### config.mk
export PLATFORM = sky130hd
export DESIGN_NAME = spi_wdog_lh
export DESIGN_NICKNAME = d
export VERILOG_FILES = /design/src/rtl/wdog_pkg.sv /design/src/rtl/wdog_prescale.sv /design/src/rtl/wdog_window.sv /design/src/rtl/wdog_chan_sel.sv /design/src/rtl/spi_wdog_lh.sv
export SDC_FILE = /design/constraint.sdc
export NUM_CORES = 1
export LEC_CHECK = 0
export BUFFER_PORTS_ARGS = -buffer_cell sky130_fd_sc_hd__buf_2
export CORE_ASPECT_RATIO = 0.7
export CORE_MARGIN = 2
export CORE_UTILIZATION = 49
export CTS_CLUSTER_SIZE = 12
export DETAILED_ROUTE_END_ITERATION = 6
export HOLD_SLACK_MARGIN = 0.12
export PLACE_DENSITY_LB_ADDON = 0.2
export SLEW_MARGIN = 10
export SYNTH_ARGS = -nofsm -noshare
export SYNTH_HDL_FRONTEND = slang
export SYNTH_SLANG_ARGS = --single-unit
### constraint.sdc
create_clock -name clk -period 0.9 [get_ports clk]
set_input_delay 0.18 -clock clk [delete_from_list [all_inputs] [get_ports clk]]
set_output_delay 0.18 -clock clk [all_outputs]
set_load 0.01 [all_outputs]
### src/rtl/wdog_pkg.sv
package wdog_pkg;
  typedef enum logic [1:0] {
    TSEL_SHORT = 2'b00,
    TSEL_MID   = 2'b01,
    TSEL_LONG  = 2'b10,
    TSEL_MAX   = 2'b11
  } tsel_e;

  function automatic int unsigned max4(input int unsigned a, input int unsigned b,
                                       input int unsigned c, input int unsigned d);
    int unsigned m;
    m = a;
    if (b > m) m = b;
    if (c > m) m = c;
    if (d > m) m = d;
    return m;
  endfunction
endpackage

### src/rtl/wdog_prescale.sv
module wdog_prescale #(
  parameter int unsigned CLK_PER_UNIT = 8000
) (
  input  logic clk,
  input  logic rst_n,
  input  logic clr,
  output logic tick
);
  localparam int unsigned PW = $clog2(CLK_PER_UNIT + 1);
  localparam logic [PW-1:0] PLAST = PW'(CLK_PER_UNIT - 1);

  logic [PW-1:0] pc_q, pc_d;

  always_comb begin
    tick = !clr && (pc_q == PLAST);
    if (clr || tick) pc_d = '0;
    else             pc_d = pc_q + 1'b1;
  end

  always_ff @(posedge clk or negedge rst_n) begin
    if (!rst_n) pc_q <= '0;
    else        pc_q <= pc_d;
  end

  // Base tick must restart the unit count
  assert_tick_wraps_R1: assert property (@(posedge clk) disable iff (!rst_n)
    tick |=> (pc_q == '0));
endmodule

### src/rtl/wdog_window.sv
module wdog_window #(
  parameter int unsigned UW = 12
) (
  input  logic          clk,
  input  logic          rst_n,
  input  logic          clr,
  input  logic          tick,
  input  logic [UW-1:0] limit,
  output logic          expire
);
  logic [UW-1:0] uc_q, uc_d;
  logic          at_end;

  always_comb begin
    at_end = (uc_q == limit - 1'b1);
    expire = tick && !clr && at_end;
    if (clr)               uc_d = '0;
    else if (tick && at_end) uc_d = '0;
    else if (tick)         uc_d = uc_q + 1'b1;
    else                   uc_d = uc_q;
  end

  always_ff @(posedge clk or negedge rst_n) begin
    if (!rst_n) uc_q <= '0;
    else        uc_q <= uc_d;
  end

  assert_restart_clears_R9: assert property (@(posedge clk) disable iff (!rst_n)
    clr |=> (uc_q == '0));
  assert_expire_wraps_R1: assert property (@(posedge clk) disable iff (!rst_n)
    expire |=> (uc_q == '0));
endmodule

### src/rtl/wdog_chan_sel.sv
module wdog_chan_sel #(
  parameter int unsigned NCH = 2
) (
  input  logic           use_lh,
  input  logic [NCH-1:0] on_bits,
  input  logic [NCH-1:0] lh_bits,
  output logic [NCH-1:0] ctl
);
  for (genvar g = 0; g < NCH; g++) begin : g_ch
    assign ctl[g] = use_lh ? lh_bits[g] : on_bits[g];
  end
endmodule

### src/rtl/spi_wdog_lh.sv
module spi_wdog_lh
  import wdog_pkg::*;
#(
  parameter int unsigned CLK_PER_UNIT = 8000,
  parameter int unsigned LIM_A = 1,
  parameter int unsigned LIM_B = 1000,
  parameter int unsigned LIM_C = 2000,
  parameter int unsigned LIM_D = 3000,
  parameter int unsigned NCH   = 2
) (
  input  logic           clk,
  input  logic           rst_n,
  input  logic           wd_en_i,
  input  logic [1:0]     to_sel_i,
  input  logic           limp_var_i,
  input  logic           frame_ok_i,
  input  logic           vdd_uv_i,
  input  logic           gstat_rd_i,
  input  logic [NCH-1:0] ch_on_i,
  input  logic [NCH-1:0] ch_lh_i,
  output logic           fault_n_o,
  output logic           wd_err_o,
  output logic           limp_o,
  output logic [NCH-1:0] ch_ctl_o
);
  localparam int unsigned LIM_MAX = max4(LIM_A, LIM_B, LIM_C, LIM_D);
  localparam int unsigned UW      = $clog2(LIM_MAX + 1);

  logic [1:0]    rs_q;
  logic          rst_sync_n;
  logic [1:0]    sel_q;
  logic          live_q, live_d;
  logic          err_q, err_d;
  logic          good_frame, sel_chg, clr, tick, expire;
  logic [UW-1:0] limit;

  always_ff @(posedge clk or negedge rst_n) begin
    if (!rst_n) rs_q <= 2'b00;
    else        rs_q <= {rs_q[0], 1'b1};
  end
  assign rst_sync_n = rs_q[1];

  always_comb begin
    unique case (tsel_e'(to_sel_i))
      TSEL_SHORT: limit = UW'(LIM_A);
      TSEL_MID:   limit = UW'(LIM_B);
      TSEL_LONG:  limit = UW'(LIM_C);
      default:    limit = UW'(LIM_D);
    endcase
  end

  assign good_frame = frame_ok_i && !vdd_uv_i;
  assign sel_chg    = (to_sel_i != sel_q);
  assign clr        = !wd_en_i || good_frame || sel_chg || live_q;

  wdog_prescale #(.CLK_PER_UNIT(CLK_PER_UNIT)) i_prescale (
    .clk(clk), .rst_n(rst_sync_n), .clr(clr), .tick(tick)
  );

  wdog_window #(.UW(UW)) i_window (
    .clk(clk), .rst_n(rst_sync_n), .clr(clr), .tick(tick),
    .limit(limit), .expire(expire)
  );

  always_comb begin
    live_d = live_q;
    if (!wd_en_i || good_frame) live_d = 1'b0;
    else if (expire)            live_d = 1'b1;
    err_d = err_q;
    if (expire)                       err_d = 1'b1;
    else if (gstat_rd_i && !live_q)   err_d = 1'b0;
  end

  always_ff @(posedge clk or negedge rst_sync_n) begin
    if (!rst_sync_n) begin
      sel_q  <= 2'b00;
      live_q <= 1'b0;
      err_q  <= 1'b0;
    end else begin
      sel_q  <= to_sel_i;
      live_q <= live_d;
      err_q  <= err_d;
    end
  end

  assign fault_n_o = !live_q;
  assign wd_err_o  = err_q;
  assign limp_o    = live_q && limp_var_i;

  wdog_chan_sel #(.NCH(NCH)) i_chan (
    .use_lh(limp_o), .on_bits(ch_on_i), .lh_bits(ch_lh_i), .ctl(ch_ctl_o)
  );

  assert_err_with_fault_R4: assert property (@(posedge clk) disable iff (!rst_sync_n)
    $rose(live_q) |-> err_q);
  assert_sticky_err_R5: assert property (@(posedge clk) disable iff (!rst_sync_n)
    (err_q && !(gstat_rd_i && !live_q)) |=> err_q);
  assert_frame_clears_R2: assert property (@(posedge clk) disable iff (!rst_sync_n)
    (wd_en_i && good_frame) |=> !live_q);
  assert_uv_blocks_R3: assert property (@(posedge clk) disable iff (!rst_sync_n)
    (live_q && vdd_uv_i && wd_en_i) |=> live_q);
  assert_disabled_quiet_R8: assert property (@(posedge clk) disable iff (!rst_sync_n)
    !wd_en_i |=> !live_q);
  assert_limp_follows_R10: assert property (@(posedge clk) disable iff (!rst_sync_n)
    limp_o |-> (!fault_n_o && limp_var_i && (ch_ctl_o == ch_lh_i)));
  assert_other_variant_R7: assert property (@(posedge clk) disable iff (!rst_sync_n)
    !limp_var_i |-> (ch_ctl_o == ch_on_i));
endmodule

==> Yosys cells after proc, flatten, opt, wreduce, memory -nomap -nowiden <==
Index checks and enable logic that the tools add are counted.
{ "totals": {"reg_bits": 31, "latchBits": 0, "ram_bits": 0, "mem_bits_ro": 0, "input_bits": 13, "n_memories": 0} }
{ "op_classes": {"n_addsub": 3, "mul": 0, "n_div": 0, "magnitude_cmp": 0, "eq_ne": 5, "shifts": 0, "mux": 11, "bitwise_logic": 0, "n_reduce_logical": 19} }
{ "ops": {"columns": ["cell", "count"], "rows": [
  ["12-bit two-way mux", 3],
  ["12-bit case mux with 3 select lines", 1],
  ["13-bit by 1-bit adder with 13-bit output (second input constant)", 1],
  ["13-bit == test (second input constant)", 1],
  ["13-bit two-way mux", 1],
  ["12-bit by 1-bit adder with 12-bit output (second input constant)", 1],
  ["12-bit == test", 1],
  ["12-bit by 1-bit subtractor with 12-bit output (second input constant)", 1],
  ["1-bit logical AND", 7],
  ["1-bit two-way mux", 6],
  ["1-bit logical NOT", 4],
  ["1-bit logical OR", 4],
  ["2-bit nonzero test", 2],
  ["3-bit nonzero test", 1],
  ["2-bit by 1-bit == test with 1-bit output (second input constant)", 1],
  ["2-bit == test (second input constant)", 1],
  ["2-bit logical NOT", 1],
  ["2-bit != test", 1]
]} }

==> Depth between registers and ports, before layout <==
Gate-level depths: netlist (run 1).
{ "logic_depth": {"ltp_word": 11, "depth_mapped": 8, "depth_no_buf": 7} }

==> Cells and area by module <==
From an unflattened synthesis (run 1), not the netlist that was laid out.
{ "hier_totals": {"hier_cells": 227, "area_unflattened_um2": 2077.0} }
{ "by_module_without_submodules": {"columns": ["mod", "n_inst", "cells_per_inst", "area_each_um2", "seq_area_each_um2"], "rows": [
  ["wdog_window", 1, 122, 1024.7, 300.3],
  ["wdog_prescale", 1, 75, 714.4, 325.3],
  ["spi_wdog_lh", 1, 28, 315.3, 150.1],
  ["wdog_chan_sel", 1, 2, 22.5, 0.0]
]} }

==> Least setup slack after synthesis (run 1) <==
Ideal clock, no wire load.
{ "synth_timing": {"kind": "register -> register", "from": "register i_prescale.pc_q[0]", "to": "register i_window.uc_q[9]", "setup_ns": 0.136, "arrival_time_ns": 1.823, "t_required_ns": 0.764, "path_slack_ns": -1.059, "stages_incl_launch_ff": 8, "n_path_buf": 2, "period_less_slack_ns": 1.959, "cell_sequence": "dfrtp_1 -> ha_1 -> nand2_1 -> or4_1 -> buf_2 -> clkbuf_1 -> a22oi_1 -> a21oi_1"} }
{ "synth_between": {"elab_chain_len": 5, "word_cells_on_any_way": 6, "cone_classes": "eq/ne (1); mux (2); reduce/logical (3)"} }
{ "synth_lines": {"columns": ["element", "line", "text"], "rows": [
  ["start, declared", "wdog_prescale.sv:12", "logic [PW-1:0] pc_q, pc_d;"],
  ["start signal, assigned", "wdog_prescale.sv:22", "else pc_q <= pc_d;"],
  ["13-bit == test (*)", "wdog_prescale.sv:15", "tick = !clr && (pc_q == PLAST);"],
  ["1-bit logical AND (*)", "wdog_prescale.sv:15", null],
  ["1-bit logical AND", "wdog_window.sv:18", "else if (tick && at_end) uc_d = '0;"],
  ["12-bit two-way mux", "wdog_window.sv:18", null],
  ["12-bit two-way mux", "wdog_window.sv:17", "if (clr) uc_d = '0;"],
  ["end signal, assigned", "wdog_window.sv:25", "else uc_q <= uc_d;"],
  ["end, declared", "wdog_window.sv:11", "logic [UW-1:0] uc_q, uc_d;"]
]} }
Mark *: on every way between the ends. The rest lies on a longest branch, timed or not.
A chain may end at the register's enable or synchronous reset.

==> Worst setup path after layout (run 1) <==
{ "layout_timing": {"from": "register i_window.uc_q[4]", "to": "register live_q"} }
{ "layout_between": {"elab_chain_len": 3} }
{ "layout_lines": {"columns": ["element", "line", "text"], "rows": [
  ["12-bit == test", "wdog_window.sv:15", "at_end = (uc_q == limit - 1'b1);"],
  ["1-bit logical AND", "wdog_window.sv:16", "expire = tick && !clr && at_end;"],
  ["2-bit nonzero test (no line)", null, null],
  ["end signal, assigned", "spi_wdog_lh.sv:81", "live_q <= live_d;"],
  ["end, declared", "spi_wdog_lh.sv:32", "logic live_q, live_d;"]
]} }
No other way between the ends.

==> flow_metrics.py, run 1 <==
metrics = {
    "final_layout": {
        "filler_cell_count": 232,
        "final_nets": 286,
        "final_util_pct": 75.38,
        "area_growth_pct": 49.89,
        "final_cell_mix": "buf_4, dfrtp_1, nand2_1, nor2_1, nand3_1",
        "drive_gt1_share_pct": 44.61,
        "antennaDiodeCount": 0,
        "layout_commonest_cell": "buf_4",
        "stdcell_area_sq_um": 2597,
    },
    "critical_path": {
        "cp_top_family": "simple AND/OR/NAND/NOR gates",
        "crit_chain": "or3_4 -> a2111oi_4 -> o221ai_2 -> or3_4 -> a21oi_2",
        "critical_path.max_stage_delay_ps": 410,
        "worstReg2RegStart": "i_window.uc_q[4]",
        "r2r_cells": 5,
        "start_kind": "register",
        "cp_slowest_cell": "or3_4",
        "cp.arrival_ps": 2090,
        "worstPathMaxFanout": 4,
        "endpoint_kind": "register",
        "worstReg2RegEnd": "live_q",
        "crit_path_frequent_cell": "or3_4",
        "r2r_setup_slack_ps": -980,
        "path_buf_inv": 0,
        "path_class": "register to register",
        "worstPathRequired_ps": 1110,
    },
    "synthesis": {
        "syn_avg_cell_area_sq_um": 9.218,
        "yosys_register_bits": 31,
        "syn-num-nets": 206,
        "synth_area_sq_um": 1733,
        "yosysSeqAreaShare_pct": 44.77,
        "synth_cell_types": 40,
        "synth_cells": 188,
        "yosysWarningCount": 0,
    },
    "routing": {
        "drt_first_pass_iters": 4,
        "drt_iter0_drc": 136,
        "detail_route.wl_per_cell_microns": 15.35,
        "vias": 1706,
        "postRouteAntennaNets": 0,
        "routed_wl_mm": 4.898,
        "viasPerCell": 5.348,
        "drc": 0,
    },
    "global_route": {
        "grt_overflow": 0,
        "grt_pass1_vias": 1602,
        "grt_pass1_wl_mm": 7.521,
        "track_usage_pct": 25.68,
        "grt_max_degree": 30,
        "antenna_found_initial": 0,
    },
    "sta": {
        "setup_viol": 32,
        "rsz0062_at_grt": "true",
        "setup_slack_ps": -984.1,
        "fmax_mhz": 530.8,
        "final.min_clock_period_ps": 1884,
        "hold_violations": 0,
        "period_share_pct": 209.3,
        "drv_slew": 0,
        "finClkSkew_ps": 8.090,
    },
    "placement": {
        "place.gp.congestion": 0.8897,
        "dpl.hpwl_mm": 3.281,
        "dpl_cell_area_sq_um": 2301,
        "io_buffers": 17,
        "post-place-ws_ps": -1094,
    },
    "status": {
        "status": "complete, but fails checks",
        "violations": "negative setup slack",
    },
    "cts": {
        "clockRootBuffer": "clkbuf_8",
        "cts_buffers": 5,
        "clock_latency_ps": 280,
        "clockBufferDepth": 2,
        "cts_tree": "done",
        "clock-sinks": 31,
        "clkTransAtPathRegs_ps": 60,
        "htree_levels": 2,
    },
    "min_path": {
        "min-delay-start": "to_sel_i[1]",
        "hold_end": "sel_q[1]",
        "hold_depth": 2,
        "hold_class": "primary input to register",
    },
    "floorplanning": {
        "floorplan.initialDensity_pct": 50.29,
        "die_x_microns": 75.08,
        "dieArea_sq_um": 4036,
        "die_h_microns": 53.76,
        "rows": 18,
        "coreArea_sq_um": 3446,
        "num_io_pins": 18,
    },
    "power": {
        "p_leak_uw": 0.001172,
        "ir_drop_mv": 1.040,
        "power_density_nw_per_um2": 1179,
    },
    "run": {
        "cap_violations": 0,
    },
}
Yosys cell counts (all sizes together):
| master | number | area (sq um) |
|---|---|---|
| nand2 | 21 | 78.83 |
| nor4 | 3 | 18.77 |
| o21ai | 5 | 25.02 |
| and2 | 2 | 12.51 |
| or4b | 1 | 10.01 |
| o21a | 1 | 7.510 |
| a31oi | 3 | 18.77 |
| a2111oi | 1 | 27.53 |
| and4 | 1 | 8.760 |
| a22oi | 1 | 7.510 |
| and3 | 3 | 18.77 |
| nor4bb | 2 | 20.02 |
| nor3b | 1 | 7.510 |
| o221ai | 1 | 15.01 |
| xnor2 | 9 | 78.83 |
| nand2b | 1 | 6.260 |
| nor2b | 1 | 6.260 |
| or3b | 1 | 8.760 |
| or3 | 3 | 28.78 |
| or2 | 1 | 6.260 |
| nor2 | 21 | 78.83 |
| xor2 | 7 | 61.31 |
| or4 | 3 | 22.52 |
| a221o | 2 | 20.02 |
| nor3 | 10 | 55.05 |
| nand3 | 16 | 80.08 |
| clkbuf | 5 | 18.77 |
| a21oi | 9 | 48.80 |
| nand4 | 2 | 12.51 |
| conb | 1 | 3.750 |
| inv | 9 | 33.78 |
| o31a | 1 | 8.760 |
| buf | 2 | 16.26 |
| dfrtp | 31 | 775.7 |
| ha | 5 | 62.56 |
| mux2 | 2 | 22.52 |
power breakdown:
group	leakage, uW	internal (uW)	total (uW)	switching (uW)
combinational	0.000689	114	231	117
clock	0.0000612	895	1420	524
sequential	0.000423	1410	1410	6.42
total	0.00117	2410	3060	647
routing by layer:
layer | up-vias | track usage [%] | share of wire, %
met5 | - | 0 | 0
met2 | 49 | 41.52 | 48
met4 | 0 | 5.952 | 1.0
met3 | 9 | 5.431 | 5.1
li1 | 818 | - | -
met1 | 830 | 35.61 | 46
metrics by stage:
step / hold WS [ps] / setup TNS [ps] / power, uW / std cells
floorplan: -115.6 / -22120 / 1546 / 188
global placement: -34.59 / -24160 / 1637 / 302
detailed placement: -34.53 / -25130 / 1647 / 302
CTS: 162.9 / -24510 / 3067 / 315
global route: 176.1 / -26280 / 3165 / 319
finish: 169.9 / -24620 / 3062 / 319
timing repair:
item,4_1_cts,5_1_grt
pin swaps,2,5
hold endpoints to repair,2,0
hold buffers,1,0
cloned,1,1
gates resized for setup,13,15
endpoints found under the setup margin,32,32
setup buffers,3,3
worst max path at each step:
| stage | from | to | slack, ps | cells after the start |
|---|---|---|---|---|
| after floorplan | i_window.uc_q[4] | live_q | -1000 | 6 |
| after global placement | to_sel_i[0] | live_q | -1040 | 7 |
| after detailed placement | to_sel_i[0] | live_q | -1090 | 7 |
| after CTS | i_prescale.pc_q[6] | i_window.uc_q[7] | -970 | 5 |
| after global routing | i_window.uc_q[1] | live_q | -1070 | 5 |
| final | i_window.uc_q[4] | live_q | -980 | 5 |
cells by family (layout without fill, tap and decap cells):
family | count (synthesis) | in the layout | synth area share (%)
buf+inv | 16 | 95 | 3.971
fa+ha+maj | 5 | 5 | 3.610
other cells | 1 | 1 | 0.2164
xor+xnor | 16 | 16 | 8.087
simple gates | 93 | 95 | 27.73
mux | 2 | 2 | 1.300
compound gates | 24 | 24 | 10.33
flops | 31 | 31 | 44.77
flip-flops by register name (all words and copies together), names as in the netlist:
name / count
i_prescale.pc_q: 13
i_window.uc_q: 12
live_q: 1
rs_q: 2
sel_q: 2
wd_err_o: 1
cell type report:
cell class | count | area, sq um | share of cell area [%]
clock buffer | 6 | 82.58 | 3.179
clock inverter | 2 | 35.03 | 1.349
inverter | 9 | 36.28 | 1.397
multi-input combinational | 143 | 1010 | 38.87
sequential | 31 | 777.0 | 29.91
tap | 50 | 62.56 | 2.408
timing repair buffer | 78 | 594.3 | 22.88
No activity file was read; power rests on OpenSTA's default activity.
==> run 2: changes to the inputs <==
--- a/config.mk
+++ b/config.mk
@@ -9,10 +9,12 @@
 export CORE_ASPECT_RATIO = 0.7
 export CORE_MARGIN = 2
 export CORE_UTILIZATION = 49
+export CTS_BUF_LIST = sky130_fd_sc_hd__clkbuf_16
 export CTS_CLUSTER_SIZE = 12
 export DETAILED_ROUTE_END_ITERATION = 6
 export HOLD_SLACK_MARGIN = 0.12
 export PLACE_DENSITY_LB_ADDON = 0.2
+export SKIP_LAST_GASP = 1
 export SLEW_MARGIN = 10
 export SYNTH_ARGS = -nofsm -noshare
 export SYNTH_HDL_FRONTEND = slang
==> run 2 against run 1 <==
  * The run still ends with negative setup slack left
  * Final cell count shrank 0.31%
  * Total power grew 16%
  * Sequential share of layout area fell by 0.76 points
  * Register-to-register slack about the same
  * Final area is 2.6% higher
  * Critical path depth unchanged
  * Non-clock buffer count shrank 1
  * Worst setup slack got worse by 9.0 ps
  * Sequential power about the same
  * Clock skew shrank 3.0 ps
  * Count of clock-buffer cells in the layout fell by 1
  * Fmax fell by 0.47%
==> flow_metrics.py, run 2 (synthesis gave the netlist of run 1 again) <==
metrics = {
    "cts": {
        "clock-sinks": 31,
        "clockBufferDepth": 2,
        "clock_latency_ps": 280,
        "cts_tree": "done",
        "clkTransAtPathRegs_ps": 50,
        "clockRootBuffer": "clkbuf_16",
        "htree_levels": 2,
        "cts_buffers": 5,
    },
    "global_route": {
        "grt_pass1_vias": 1670,
        "antenna_found_initial": 0,
        "grt_max_degree": 30,
        "grt_pass1_wl_mm": 7.845,
        "grt_overflow": 0,
        "track_usage_pct": 27.09,
    },
    "sta": {
        "setup_slack_ps": -993.1,
        "period_share_pct": 210.3,
        "fin_tns_setup_ps": -27320,
        "hold_violations": 0,
        "drv_slew": 0,
        "final.min_clock_period_ps": 1893,
        "rsz0062_at_grt": "true",
        "setup_viol": 32,
        "finClkSkew_ps": 5.053,
        "fmax_mhz": 528.2,
    },
    "status": {
        "violations": "negative setup slack",
        "status": "complete, but fails checks",
    },
    "floorplanning": {
        "die_h_microns": 53.76,
        "coreArea_sq_um": 3446,
        "rows": 18,
        "num_io_pins": 18,
        "floorplan.initialDensity_pct": 50.29,
        "die_x_microns": 75.08,
        "dieArea_sq_um": 4036,
    },
    "critical_path": {
        "worstPathMaxFanout": 7,
        "r2r_cells": 5,
        "crit_start": "i_prescale.pc_q[6]",
        "endpoint_kind": "register",
        "worstReg2RegStart": "i_prescale.pc_q[6]",
        "path_class": "register to register",
        "start_kind": "register",
        "cp.arrival_ps": 2090,
        "worstPathRequired_ps": 1100,
        "worstReg2RegEnd": "i_window.uc_q[3]",
        "endpoint": "i_window.uc_q[3]",
        "r2r_setup_slack_ps": -990,
    },
    "final_layout": {
        "final_util_pct": 77.34,
        "regMostFlops": "i_prescale.pc_q",
        "fin_cells": 318,
        "top_regs": "i_prescale.pc_q: 13 flops, i_window.uc_q: 12 flops",
        "layout_commonest_cell": "buf_4",
        "stdcell_area_sq_um": 2665,
        "final_nets": 285,
        "largest_reg_flops": 13,
        "drive_gt1_share_pct": 46.27,
        "antennaDiodeCount": 0,
        "area_growth_pct": 53.79,
        "final_cell_mix": "buf_4, dfrtp_1, nand2_1",
    },
    "power": {
        "p_total_uw": 3541,
        "p_leak_uw": 0.001189,
        "power_density_nw_per_um2": 1329,
        "ir_drop_mv": 1.046,
    },
    "placement": {
        "dpl.hpwl_mm": 3.281,
        "post-place-cells": 302,
        "dpl_cell_area_sq_um": 2301,
        "io_buffers": 17,
        "place.gp.congestion": 0.8897,
    },
    "routing": {
        "drc": 0,
        "viasPerCell": 5.535,
        "detail_route.wl_per_cell_microns": 16.05,
        "drt_first_pass_iters": 4,
        "routed_wl_mm": 5.103,
        "vias": 1760,
        "drt_iter0_drc": 141,
        "postRouteAntennaNets": 0,
    },
    "min_path": {
        "hold_class": "primary input to register",
        "min-delay-start": "to_sel_i[1]",
    },
    "run": {
        "cap_violations": 0,
    },
}
[run 2: cell types whose count changed in the layout (fill, tap and decap cells not counted), sizes merged]
cell | previous run | this run
clkbuf | 6 | 5
clkinv | 1 | 2
buf | 77 | 76
[run 2: area by class of cell]
type	instances	area, sq um
Multi-Input combinational cell	143	1037
Clock buffer	5	125.1
Tap cell	50	62.56
Clock inverter	3	38.79
Fill cell	217	780.7
Sequential cell	31	777.0
Inverter	9	36.28
Timing Repair Buffer	77	588.1
[run 2: how the worst min path moves through the flow]
stage	endpoint	depth (start not counted)
floorplan	rs_q[0]	0
global placement	rs_q[0]	1
detailed placement	rs_q[0]	1
CTS	sel_q[1]	2
global route	sel_q[0]	2
finish	sel_q[1]	2
[run 2: routing by layer]
layer	GRT usage [%]	wire length (microns)
met1	34.55	2186
met2	43.86	2488
met3	7.678	334
met4	10.71	93
met5	0	0
[run 2: repair_timing]
item | in CTS | in global routing
setup endpoints to repair | 32 | 32
resized for setup | 14 | 22
setup buffers | 3 | 2
cloned | 1 | 1
endpoints found under the hold margin | 2 | 0
hold buffers | 1 | 0
pin swaps | 3 | 3
[run 2: stage by stage]
| stage | hold slack, ps | setup WS [ps] |
|---|---|---|
| finish | 168.7 | -993.1 |
| global placement | -34.59 | -1044 |
| CTS | 168.3 | -976.7 |
| global route | 189.1 | -1068 |
| detailed placement | -34.53 | -1094 |
| floorplan | -115.6 | -1003 |
[run 2: report_power, final]
group / switching, uW / total, uW / internal, uW / leakage, uW
clock: 601 / 1890 / 1290 / 0.0000812
combinational: 123 / 238 / 115 / 0.000685
sequential: 6.24 / 1410 / 1410 / 0.000423
[run 2: worst max-delay path, stage by stage (launching register included)]
cell and delay [ps]:
dfrtp_1 380, or3b_4 400, or4_4 610, nor3_2 190
nand2_1 70, a31oi_1 160
==> run 3: changes to the inputs <==
--- a/config.mk
+++ b/config.mk
@@ -5,13 +5,13 @@
 export SDC_FILE = /design/constraint.sdc
 export NUM_CORES = 1
 export LEC_CHECK = 0
-export BUFFER_PORTS_ARGS = -buffer_cell sky130_fd_sc_hd__buf_2
 export CORE_ASPECT_RATIO = 0.7
 export CORE_MARGIN = 2
 export CORE_UTILIZATION = 49
 export CTS_BUF_LIST = sky130_fd_sc_hd__clkbuf_16
 export CTS_CLUSTER_SIZE = 12
 export DETAILED_ROUTE_END_ITERATION = 6
+export DONT_BUFFER_PORTS = 1
 export HOLD_SLACK_MARGIN = 0.12
 export PLACE_DENSITY_LB_ADDON = 0.2
 export SKIP_LAST_GASP = 1
==> run 3 against run 2 <==
  * The flow still finishes with violations (negative setup slack)
  * Sequential share of layout area grew 1.2 points
  * Largest cell class unchanged
  * Critical endpoint is now i_window.uc_q[2]
  * Critical path type unchanged
  * Register-to-register slack got worse by 90 ps
  * Fmax decreased by 4.4%
  * Final cell count down 5.3%
==> flow_metrics.py, run 3 (synthesis gave the netlist of run 1 again) <==
metrics = {
    "status": {
        "status": "complete, but fails checks",
        "violations": "negative setup slack",
    },
    "power": {
        "p_total_uw": 3177,
        "p_leak_uw": 0.001108,
        "power_density_nw_per_um2": 1243,
        "ir_drop_mv": 1.168,
    },
    "critical_path": {
        "r2r_setup_slack_ps": -1080,
        "cp.arrival_ps": 2160,
        "path_class": "register to register",
        "endpoint_kind": "register",
        "path_buf_inv": 0,
        "worstReg2RegStart": "i_prescale.pc_q[6]",
        "worstPathRequired_ps": 1080,
        "worstReg2RegEnd": "i_window.uc_q[2]",
        "start_kind": "register",
        "crit_start": "i_prescale.pc_q[6]",
        "cp_top_family": "simple AND/OR/NAND/NOR gates",
        "endpoint": "i_window.uc_q[2]",
        "critical_path.max_stage_delay_ps": 530,
        "r2r_cells": 5,
        "cp_slowest_cell": "or4_4",
        "cp_num_cells": 5,
        "worstPathMaxFanout": 7,
        "crit_chain": "or3b_4 -> or4_4 -> nor3b_2 -> o21ai_0 -> a21oi_1",
    },
    "cts": {
        "cts_buffers": 5,
        "clock-sinks": 31,
        "htree_levels": 2,
        "clockBufferDepth": 2,
        "clockRootBuffer": "clkbuf_16",
        "clock_latency_ps": 280,
        "cts_tree": "done",
        "clkTransAtPathRegs_ps": 50,
    },
    "sta": {
        "rsz0062_at_grt": "true",
        "finClkSkew_ps": 5.694,
        "setup_slack_ps": -1081,
        "drv_slew": 0,
        "period_share_pct": 220.1,
        "setup_viol": 31,
        "fmax_mhz": 504.8,
        "hold_violations": 0,
        "final.min_clock_period_ps": 1981,
    },
    "placement": {
        "dpl.hpwl_mm": 3.187,
        "io_buffers": 0,
        "dpl_cell_area_sq_um": 2193,
        "place.gp.congestion": 0.9032,
        "post-place-cells": 282,
    },
    "routing": {
        "postRouteAntennaNets": 0,
        "vias": 1653,
        "viasPerCell": 5.492,
        "drc": 0,
        "detail_route.wl_per_cell_microns": 15.90,
        "routed_wl_mm": 4.785,
        "drt_first_pass_iters": 4,
        "drt_iter0_drc": 112,
    },
    "final_layout": {
        "filler_cell_count": 224,
        "drive_gt1_share_pct": 41.43,
        "antennaDiodeCount": 0,
        "stdcell_area_sq_um": 2556,
        "layout_commonest_cell": "buf_4",
        "top_regs": "i_prescale.pc_q: 13 flops, i_window.uc_q: 12 flops",
        "largest_reg_flops": 13,
        "regMostFlops": "i_prescale.pc_q",
        "fin_cells": 301,
        "final_cell_mix": "buf_4, dfrtp_1, nand2_1",
        "final_nets": 268,
        "area_growth_pct": 47.51,
    },
    "floorplanning": {
        "coreArea_sq_um": 3446,
        "dieArea_sq_um": 4036,
        "num_io_pins": 18,
        "die_x_microns": 75.08,
        "floorplan.initialDensity_pct": 50.29,
        "die_h_microns": 53.76,
        "rows": 18,
    },
    "global_route": {
        "grt_pass1_vias": 1655,
        "grt_overflow": 0,
        "antenna_found_initial": 0,
        "track_usage_pct": 27.12,
        "grt_max_degree": 30,
        "grt_pass1_wl_mm": 7.790,
    },
    "run": {
        "cap_violations": 0,
    },
    "min_path": {
        "hold_class": "primary input to asynchronous set/reset pin",
    },
}
run 3: cell types whose count changed in the layout (fill, tap and decap cells not counted), sizes merged:
cell         delta
bufinv          -1
buf            -20
inv             +2
clkinv          -1
dlygate4sd3     +3
run 3: power by group:
group	leakage, uW	internal [uW]	total [uW]	switching, uW
Combinational	0.000609	92.8	198	105
Clock	0.0000762	995	1560	568
Sequential	0.000423	1410	1420	6.94
Total	0.00111	2500	3180	679
run 3: what timing repair did:
item,4_1_cts,5_1_grt
hold buffers,4,0
setup endpoints to repair,31,31
setup buffers,5,2
cloned,2,1
resized for setup,17,21
hold endpoints to repair,5,0
pin swaps,9,7
run 3: through the flow:
stage | hold WS (ps) | TNS [ps] | setup slack [ps] | utilization (%)
5_1_grt | 131.2 | -28150 | -1094 | 74.18
6_report | 131.7 | -27020 | -1081 | 74.18
3_3_place_gp | -115.5 | -22620 | -958.9 | 63.65
3_5_place_dp | -115.5 | -24410 | -1045 | 63.65
2_1_floorplan | -115.6 | -22120 | -1003 | -
4_1_cts | 125.9 | -26270 | -1008 | 71.79
run 3: how the worst min path moves through the flow:
| stage | startpoint | cells after the start | slack [ps] | to |
|---|---|---|---|---|
| 2_1_floorplan | rst_n | 0 | -120 | rs_q[0] |
| 4_1_cts | rst_n | 1 | 130 | rs_q[0] |
| 3_3_place_gp | rst_n | 0 | -120 | rs_q[0] |
| 5_1_grt | rst_n | 1 | 130 | rs_q[0] |
| 3_5_place_dp | rst_n | 0 | -120 | rs_q[0] |
| 6_report | rst_n | 1 | 130 | rs_q[0] |
run 3: layout make-up:
type | instances | area [sq um] | share of cell area [%]
well taps | 50 | 62.56 | 2.447
multi-input cells | 143 | 1059 | 41.41
flip-flops and latches | 31 | 777.0 | 30.40
inverters | 9 | 38.79 | 1.517
clock inverters | 3 | 12.51 | 0.4895
clock buffers | 5 | 125.1 | 4.895
repair buffers | 60 | 481.7 | 18.84
run 3: per-layer routing:
layer / vias up / GRT usage [%] / wire length (microns)
met1: 776 / 34.86 / 2066
li1: 788 / - / -
met4: 0 / 11.90 / 123
met5: - / 0 / 0
met2: 74 / 42.98 / 2253
met3: 15 / 7.678 / 342
run 3: worst reg2reg max path: cells and delay by family, from the launching register on:
family           cells  cell delay [ps]
flip-flops           1              400
AND/OR/NAND/NOR      3             1160
AO/OA/AOI/OAI        2              320
